<file path="config.mk">
export PLATFORM = sky130hd
export DESIGN_NAME = lp_esc_tx
export DESIGN_NICKNAME = d
export VERILOG_FILES = /design/src/rtl/lp_esc_pkg.sv /design/src/rtl/lp_esc_timer.sv /design/src/rtl/lp_esc_encoder.sv /design/src/rtl/lp_esc_tx.sv
export SDC_FILE = /design/constraint.sdc
export NUM_CORES = 1
export LEC_CHECK = 0
export ABC_AREA = 1
export CELL_PAD_IN_SITES_DETAIL_PLACEMENT = 1
export CELL_PAD_IN_SITES_GLOBAL_PLACEMENT = 1
export CORE_MARGIN = 10
export CORE_UTILIZATION = 30
export DETAILED_ROUTE_END_ITERATION = 10
export PLACE_DENSITY_LB_ADDON = 0.1
export SLEW_MARGIN = 30
export SYNTH_ARGS = -nofsm -noshare
export SYNTH_HDL_FRONTEND = slang
export SYNTH_SLANG_ARGS = --single-unit
</file>
<file path="constraint.sdc">
create_clock -name clk -period 2.5 [get_ports clk]
set_input_delay 0.75 -clock clk [delete_from_list [all_inputs] [get_ports clk]]
set_output_delay 0.75 -clock clk [all_outputs]
set_load 0.01 [all_outputs]
</file>
<file path="src/rtl/lp_esc_pkg.sv">
package lp_esc_pkg;

    typedef enum logic [2:0] {
        ST_IDLE,
        ST_SEND,
        ST_EXIT,
        ST_PARK,
        ST_WAKE
    } esc_state_e;

    localparam logic [1:0] LP_11 = 2'b11;
    localparam logic [1:0] LP_10 = 2'b10;
    localparam logic [1:0] LP_01 = 2'b01;
    localparam logic [1:0] LP_00 = 2'b00;

    localparam int ENTRY_STEPS = 4;

endpackage

</file>
<file path="src/rtl/lp_esc_timer.sv">
module lp_esc_timer #(
    parameter int W = 8
) (
    input  logic         clk,
    input  logic         rst_n,
    input  logic         run,
    input  logic         restart,
    input  logic [W-1:0] limit,
    output logic         done
);

    typedef struct packed {
        logic [W-1:0] cnt;
    } tmr_t;

    tmr_t tmr_d, tmr_q;

    always_comb begin
        tmr_d = tmr_q;
        done  = run && (tmr_q.cnt == limit - W'(1));
        if (restart) begin
            tmr_d.cnt = '0;
        end else if (run) begin
            tmr_d.cnt = done ? '0 : tmr_q.cnt + W'(1);
        end
    end

    always_ff @(posedge clk or negedge rst_n) begin
        if (!rst_n) tmr_q <= '0;
        else        tmr_q <= tmr_d;
    end

    // A running count stays inside the programmed window (bit period length)
    assert_cnt_in_window_R5: assert property (@(posedge clk) disable iff (!rst_n)
        (run && !restart && limit != '0) |-> (tmr_q.cnt < limit));

endmodule

</file>
<file path="src/rtl/lp_esc_encoder.sv">
module lp_esc_encoder
    import lp_esc_pkg::*;
#(
    parameter int CMD_W  = 8,
    parameter int STEP_W = 5
) (
    input  esc_state_e        st,
    input  logic [STEP_W-1:0] step,
    input  logic [CMD_W-1:0]  cmd,
    output logic [1:0]        code
);

    logic [STEP_W-1:0] rel;
    logic [STEP_W-1:0] bit_idx;
    logic              bit_val;

    always_comb begin
        rel     = step - STEP_W'(ENTRY_STEPS);
        bit_idx = STEP_W'(CMD_W - 1) - (rel >> 1);
        bit_val = cmd[bit_idx[$clog2(CMD_W)-1:0]];
        code    = LP_11;
        unique case (st)
            ST_IDLE: code = LP_11;
            ST_SEND: begin
                if (step < STEP_W'(ENTRY_STEPS)) begin
                    unique case (step[1:0])
                        2'd0: code = LP_10;
                        2'd1: code = LP_00;
                        2'd2: code = LP_01;
                        default: code = LP_00;
                    endcase
                end else if (rel[0]) begin
                    code = LP_00;
                end else begin
                    code = bit_val ? LP_10 : LP_01;
                end
            end
            ST_EXIT: code = LP_10;
            ST_PARK: code = LP_00;
            ST_WAKE: code = LP_10;
            default: code = LP_11;
        endcase
    end

endmodule

</file>
<file path="src/rtl/lp_esc_tx.sv">
module lp_esc_tx
    import lp_esc_pkg::*;
#(
    parameter int              CMD_W      = 8,
    parameter int              PERIOD_W   = 8,
    parameter int              WAKE_W     = 8,
    parameter int              MIN_PERIOD = 10,
    parameter logic [CMD_W-1:0] ULPS_CODE = 8'h1E
) (
    input  logic                clk,
    input  logic                rst_n,
    input  logic                cmd_valid,
    input  logic [CMD_W-1:0]    cmd_code,
    input  logic [PERIOD_W-1:0] period_cfg,
    input  logic [WAKE_W-1:0]   wake_cfg,
    input  logic                wake_req,
    output logic [1:0]          lane_lp,
    output logic                busy
);

    localparam int N_STEPS   = ENTRY_STEPS + 2 * CMD_W;
    localparam int STEP_W    = $clog2(N_STEPS + 1);
    localparam int TW        = (PERIOD_W > WAKE_W) ? PERIOD_W : WAKE_W;
    localparam logic [STEP_W-1:0]   LAST_STEP = STEP_W'(N_STEPS - 1);
    localparam logic [PERIOD_W-1:0] MIN_P     = PERIOD_W'(MIN_PERIOD);

    typedef struct packed {
        esc_state_e          st;
        logic [STEP_W-1:0]   step;
        logic [CMD_W-1:0]    cmd;
        logic [PERIOD_W-1:0] per;
        logic [WAKE_W-1:0]   wk;
    } seq_t;

    seq_t seq_d, seq_q;

    logic          tmr_run;
    logic          tmr_restart;
    logic [TW-1:0] tmr_limit;
    logic          tmr_done;

    always_comb begin
        seq_d       = seq_q;
        tmr_restart = 1'b0;
        tmr_run     = (seq_q.st == ST_SEND) || (seq_q.st == ST_EXIT) ||
                      (seq_q.st == ST_WAKE);
        tmr_limit   = (seq_q.st == ST_WAKE) ? TW'(seq_q.wk) : TW'(seq_q.per);
        unique case (seq_q.st)
            ST_IDLE: begin
                if (cmd_valid) begin
                    seq_d.st    = ST_SEND;
                    seq_d.step  = '0;
                    seq_d.cmd   = cmd_code;
                    seq_d.per   = (period_cfg < MIN_P) ? MIN_P : period_cfg;
                    seq_d.wk    = (wake_cfg == '0) ? WAKE_W'(1) : wake_cfg;
                    tmr_restart = 1'b1;
                end
            end
            ST_SEND: begin
                if (tmr_done) begin
                    if (seq_q.step == LAST_STEP) begin
                        seq_d.st = (seq_q.cmd == ULPS_CODE) ? ST_PARK : ST_EXIT;
                    end else begin
                        seq_d.step = seq_q.step + STEP_W'(1);
                    end
                end
            end
            ST_EXIT: begin
                if (tmr_done) seq_d.st = ST_IDLE;
            end
            ST_PARK: begin
                if (wake_req) begin
                    seq_d.st    = ST_WAKE;
                    tmr_restart = 1'b1;
                end
            end
            ST_WAKE: begin
                if (tmr_done) seq_d.st = ST_IDLE;
            end
            default: seq_d.st = ST_IDLE;
        endcase
    end

    always_ff @(posedge clk or negedge rst_n) begin
        if (!rst_n) begin
            seq_q      <= '0;
            seq_q.st   <= ST_IDLE;
            seq_q.per  <= MIN_P;
            seq_q.wk   <= WAKE_W'(1);
        end else begin
            seq_q <= seq_d;
        end
    end

    lp_esc_timer #(.W(TW)) tmr_i (
        .clk     (clk),
        .rst_n   (rst_n),
        .run     (tmr_run),
        .restart (tmr_restart),
        .limit   (tmr_limit),
        .done    (tmr_done)
    );

    lp_esc_encoder #(.CMD_W(CMD_W), .STEP_W(STEP_W)) enc_i (
        .st   (seq_q.st),
        .step (seq_q.step),
        .cmd  (seq_q.cmd),
        .code (lane_lp)
    );

    assign busy = (seq_q.st != ST_IDLE);

    // idle lane rests in stop state
    assert_idle_stop_R1: assert property (@(posedge clk) disable iff (!rst_n)
        !busy |-> (lane_lp == LP_11));

    // a busy lane never shows stop
    assert_busy_not_stop_R2: assert property (@(posedge clk) disable iff (!rst_n)
        busy |-> (lane_lp != LP_11));

    // a sequence only starts on a command strobe
    assert_start_needs_cmd_R2: assert property (@(posedge clk) disable iff (!rst_n)
        $rose(busy) |-> $past(cmd_valid));

    // during the send phase the code only moves at a period boundary
    assert_code_steady_R5: assert property (@(posedge clk) disable iff (!rst_n)
        (seq_q.st == ST_SEND && $past(seq_q.st) == ST_SEND && lane_lp != $past(lane_lp))
        |-> $past(tmr_done));

    // parked lane holds all-low
    assert_park_low_R6: assert property (@(posedge clk) disable iff (!rst_n)
        (seq_q.st == ST_PARK) |-> (lane_lp == LP_00 && busy));

    // stop is always entered from a mark state
    assert_exit_via_mark_R8: assert property (@(posedge clk) disable iff (!rst_n)
        $fell(busy) |-> ($past(lane_lp) == LP_10));

    // wake phase is reached only from the parked state
    assert_wake_from_park_R10: assert property (@(posedge clk) disable iff (!rst_n)
        (seq_q.st == ST_WAKE && $past(seq_q.st) != ST_WAKE) |-> ($past(seq_q.st) == ST_PARK));

endmodule

</file>
## Yosys cells after proc, flatten, opt, wreduce, memory -nomap -nowiden

Index checks and enable logic that the tools add are counted.
W data, S select, Z words.

- Register bits: 40
- Input port bits: 28

- Add/sub/neg operators: 5
- $lt $le $gt $ge: 3
- Eq/ne operators: 14
- Mux-type cells: 25
- Reductions and logical operators: 13

Operators with widths:

| cell | number |
|---|---|
| $mux W8 | 7 |
| $mux W32 | 1 |
| $pmux W3 S4 | 1 |
| $pmux W5 S2 | 1 |
| $mux W3 | 3 |
| $add A8 B1 Y8 const B | 1 |
| $eq A8 B5 Y1 const B | 1 |
| $eq A8 B8 Y1 | 1 |
| $logic_not A8 Y1 | 1 |
| $lt A8 B4 Y1 const B | 1 |
| $ne A2 B2 Y1 const B | 4 |
| $sub A8 B1 Y8 const B | 1 |
| $eq A3 B2 Y1 const B | 2 |
| $mux W2 | 3 |
| $pmux W2 S3 | 1 |
| $add A5 B1 Y5 const B | 1 |
| $eq A5 B5 Y1 const B | 1 |
| $lt A5 B3 Y1 const B | 1 |
| $mux W5 | 1 |
| $reduce_and A5 Y1 | 1 |
| $lt A3 B4 Y1 const B | 1 |
| $mux W1 | 4 |
| $ne A2 B1 Y1 const B | 2 |
| $pmux W2 S2 | 1 |
| 16 further kinds | 18 |

## Longest topological paths before layout

- Depth after elaboration: 8
- Gate-level depth with buffers: 17

## By module

From an unflattened synthesis, not the netlist that was laid out.

- Cell total of the unflattened synthesis: 371
- Area, all modules: 2738.9 µm²

Modules (own cells, without submodules):

| module | instances | cells each | area an instance (µm²) | seq. area each (µm²) |
|---|---|---|---|---|
| lp_esc_tx | 1 | 205 | 1741.7 | 804.5 |
| lp_esc_timer | 1 | 126 | 804.5 | 200.2 |
| lp_esc_encoder | 1 | 40 | 192.7 | 0.0 |

## Worst setup path before layout

OpenSTA, ideal clock, no wires.

- Path kind: flip-flop to output port
- Start point: register seq_q[26] (netlist bit)
- End point: output lane_lp[1]
- Arrival time: 1.477 ns
- Required time: 1.750 ns
- Slack: 0.273 ns
- Stages on the path, launching flop included: 8
- Path buffers: 0
- Path through: dfrtp_1 > inv_1 > ha_1 > nand3_1 > o21ai_0 > o21ai_0 > o21ai_0 > o21ai_0

- Word-level cells in the longest chain between the ends: 8

Ends and longest elaborated chain:

| element | RTL line | text |
|---|---|---|
| start, declared | lp_esc_tx.sv:35 | `seq_t seq_d, seq_q;` |
| start signal, assigned | lp_esc_tx.sv:91 | `seq_q <= seq_d;` |
| $sub A4 B3 Y4 | lp_esc_encoder.sv:18 | `rel = step - STEP_W'(ENTRY_STEPS);` |
| $sub A3 B3 Y3 | lp_esc_encoder.sv:19 | `bit_idx = STEP_W'(CMD_W - 1) - (rel >> 1);` |
| $bmux W1 S3 | lp_esc_encoder.sv:20 | `bit_val = cmd[bit_idx[$clog2(CMD_W)-1:0]];` |
| $mux W1 (implied by the code) | lp_esc_encoder.sv:20 |  |
| $mux W2 | lp_esc_encoder.sv:35 | `code = bit_val ? LP_10 : LP_01;` |
| $mux W2 | lp_esc_encoder.sv:32 | `end else if (rel[0]) begin` |
| $mux W2 (*) | lp_esc_encoder.sv:25 | `if (step < STEP_W'(ENTRY_STEPS)) begin` |
| $pmux W2 S3 (*) | lp_esc_encoder.sv:22 | `unique case (st)` |
| end, declared | lp_esc_tx.sv:17 | `output logic [1:0] lane_lp,` |

Every way passes the cells marked *; elsewhere a longest branch is shown, timed or not. The select of a mux whose other input is x is not followed.

## Worst setup path after layout

- Start point: register seq_q[25] (netlist bit)
- End point: output lane_lp[1]

The elaborated chain is that of the path after synthesis.

==> reports/metrics.yaml <==
status:
  status: "completed"
yosys:
  seq_area_frac_synth: 0.4027
  synth.avg_cell_area_um2: 7.492
  synth_top_cells_by_area: "dfrtp_1 (37%), nand2_1 (12%), nand3_1 (7.4%)"
  yosysMostFrequentCell: "nand2_1"
  synth_common_cells: "nand2_1 (81), inv_1 (48), dfrtp_1 (37), nand3_1 (37), o21ai_0 (33)"
  synth_cell_types: 31
  synth_nets: 368
  synth-main-ff-cell: "dfrtp_1"
  yosys.area.top_type: "dfrtp_1"
  yosys_register_bits: 40
  yosys_warnings: 0
  syn_inst: 333
  syn-cell-area_um2: 2495
  synth-async-reset-ratio: 1.000
  synth_edf_count: 0
  synth_top_area_frac: 0.3711
cts:
  clockBufferDepth: 2
  cts_hold_buf: 0
  clk_pin_slew_worst_paths_ns: 0.08
  cts_inserted_buffers: 5
  clock_latency_ns: 0.29
  clock-sinks: 40
  htree_levels: 2
  cts_tree: "built"
  clockRootBuffer: "clkbuf_8"
worst_setup_path:
  reg2reg_setup_slack_ns: 0.15
  timing.rr.end: "seq_q[25]"
  crit_fanout: 5
  worstSetupStartpointType: "flip-flop"
  timing.critical_path.required_ns: 1.75
  end_kind: "output pin"
  rr_worst_depth: 17
  path_class: "reg2out"
  crit_arrival_ns: 1.65
  rr_startpoint: "seq_q[30]"
timing:
  fin_ws_ns: 0.1018
  period_needed_ns: 2.398
  period_share: 0.9593
  drv_slew: 0
  finalSetupViolCount: 0
  tightestPinTransition_ns: 0.4237
  rsz0062_at_grt: "yes"
  holdWs_ns: 0.4194
  worst_clock_skew_ns: 0.005301
  fmax_mhz: 417.0
  hold_viol: 0
  slew_headroom: 0.7149
global_route:
  antenna_found_initial: 0
  grt_util_all_layers: 0.1163
  gr-total-overflow: 0
  grt_pass1_vias: 2456
  grt_max_degree: 41
  grt_pass1_wl_um: 12170
floorplan:
  initial_core_util: 0.3067
  die-width_um: 111.2
  die_y_um: 111.2
  rows: 33
  dieArea_um2: 12360
  core_area_um2: 8134
  num_io_pins: 31
finish:
  syn_to_final_growth_pct: 33.35
  layout.nets: 429
  diodes: 0
  finalNonFillerCells: 500
  post-route-util: 0.4090
  final_layout_size_suffix_gt1_frac: 0.2051
place:
  dp_hpwl_um: 5692
  gp_congestion: 0.8241
  io_buffers: 30
  dp_cells: 483
  pre_cts_slack_ns: -0.1439
detailed_routing:
  vias_per_cell: 4.700
  wl_um: 7267
  drtAntennaViolNets: 0
  vias: 2350
  drc: 0
  wire_per_inst_um: 14.53
  drt_iter0_drc: 57
  drt_pass1_iterations: 4
pwr:
  power.density_nw_per_um2: 1097
  power_w: 0.003650
  ir_worst_vdd_mv: 0.3567
  leakage_nw: 1.585
hold_path:
  min_path_type: "in2async"
flow_run:
  cap_violations: 0
==> layout by cell type (no fill, tap or decap), types with 6 or more instances in the layout <==
master            n
buf_4            26
clkbuf_8          6
clkdlybuf4s50_1  26
dfrtp_1          36
inv_1            47
nand2_1          78
nand2_2          10
nand3_1          35
nor2_1           12
o21ai_0          25
o21ai_1           7
o22ai_1           6
xor2_1           10
==> flip-flops by register name, indices dropped and copies added (netlist names) <==
signal and count:
tmr_i.tmr_q 8, seq_q 32
==> where the power goes <==
group	switching (W)	total [W]	internal, W
sequential	0.000138	0.00104	0.000903
clock	0.000232	0.000457	0.000226
combinational	0.00132	0.00215	0.000830
==> how the worst max path moves through the flow <==
stage | from | end
2_1_floorplan | seq_q[26] | lane_lp[1]
3_3_place_gp | seq_q[26] | lane_lp[1]
3_5_place_dp | seq_q[26] | lane_lp[1]
4_1_cts | seq_q[26] | lane_lp[1]
5_1_grt | seq_q[25] | lane_lp[1]
6_report | seq_q[25] | lane_lp[1]
==> per-layer routing <==
layer	vias to the layer above	GRT usage	wire [um]
met5	-	0	0
met4	0	0.02314	31
met3	2	0.02327	142
met2	18	0.1989	3590
met1	1135	0.1472	3501
li1	1195	-	-
==> cells by family after synthesis <==
family | count (synthesis) | share of synthesized area
xor gates and xnor gates | 13 | 0.04564
adders and majority gates | 7 | 0.03510
and+or+nand+nor | 167 | 0.3205
AOI/OAI and AO/OA | 49 | 0.1058
buffers and inverters | 57 | 0.09027
DFF | 40 | 0.4027
==> worst max-delay path, stage by stage (launching register included) <==
cell     delay (ns)
dfrtp_1        0.41
inv_1          0.13
a21oi_2        0.13
o21ai_1        0.07
nand3_1        0.08
o21ai_2        0.07
o21ai_1        0.11
o21ai_1        0.07
o21ai_1        0.14
buf_2          0.15
==> metrics by stage <==
step           setup TNS [ns]  instance area, um2
4_1_cts            -0.0001213                3154
5_1_grt               -0.1445                3327
3_3_place_gp         -0.07882                3070
2_1_floorplan               0                2495
3_5_place_dp          -0.1538                3070
6_report                    0                3327
==> timing repair <==
item | 4_1_cts | 5_1_grt
gates resized for setup | 9 | 31
endpoints found under the setup margin | 3 | 17
buffers inserted | 0 | 9
pin swaps | 0 | 8
==> layout make-up <==
| type | count | area (um2) |
|---|---|---|
| fillers | 989 | 4807 |
| inverters | 51 | 191.4 |
| well taps | 105 | 131.4 |
| repair buffers | 60 | 541.8 |
| flip-flops and latches | 40 | 1006 |
| clock buffers | 8 | 90.09 |
| multi-input cells | 236 | 1366 |
Note: power is estimated with default switching activity, not from simulation.
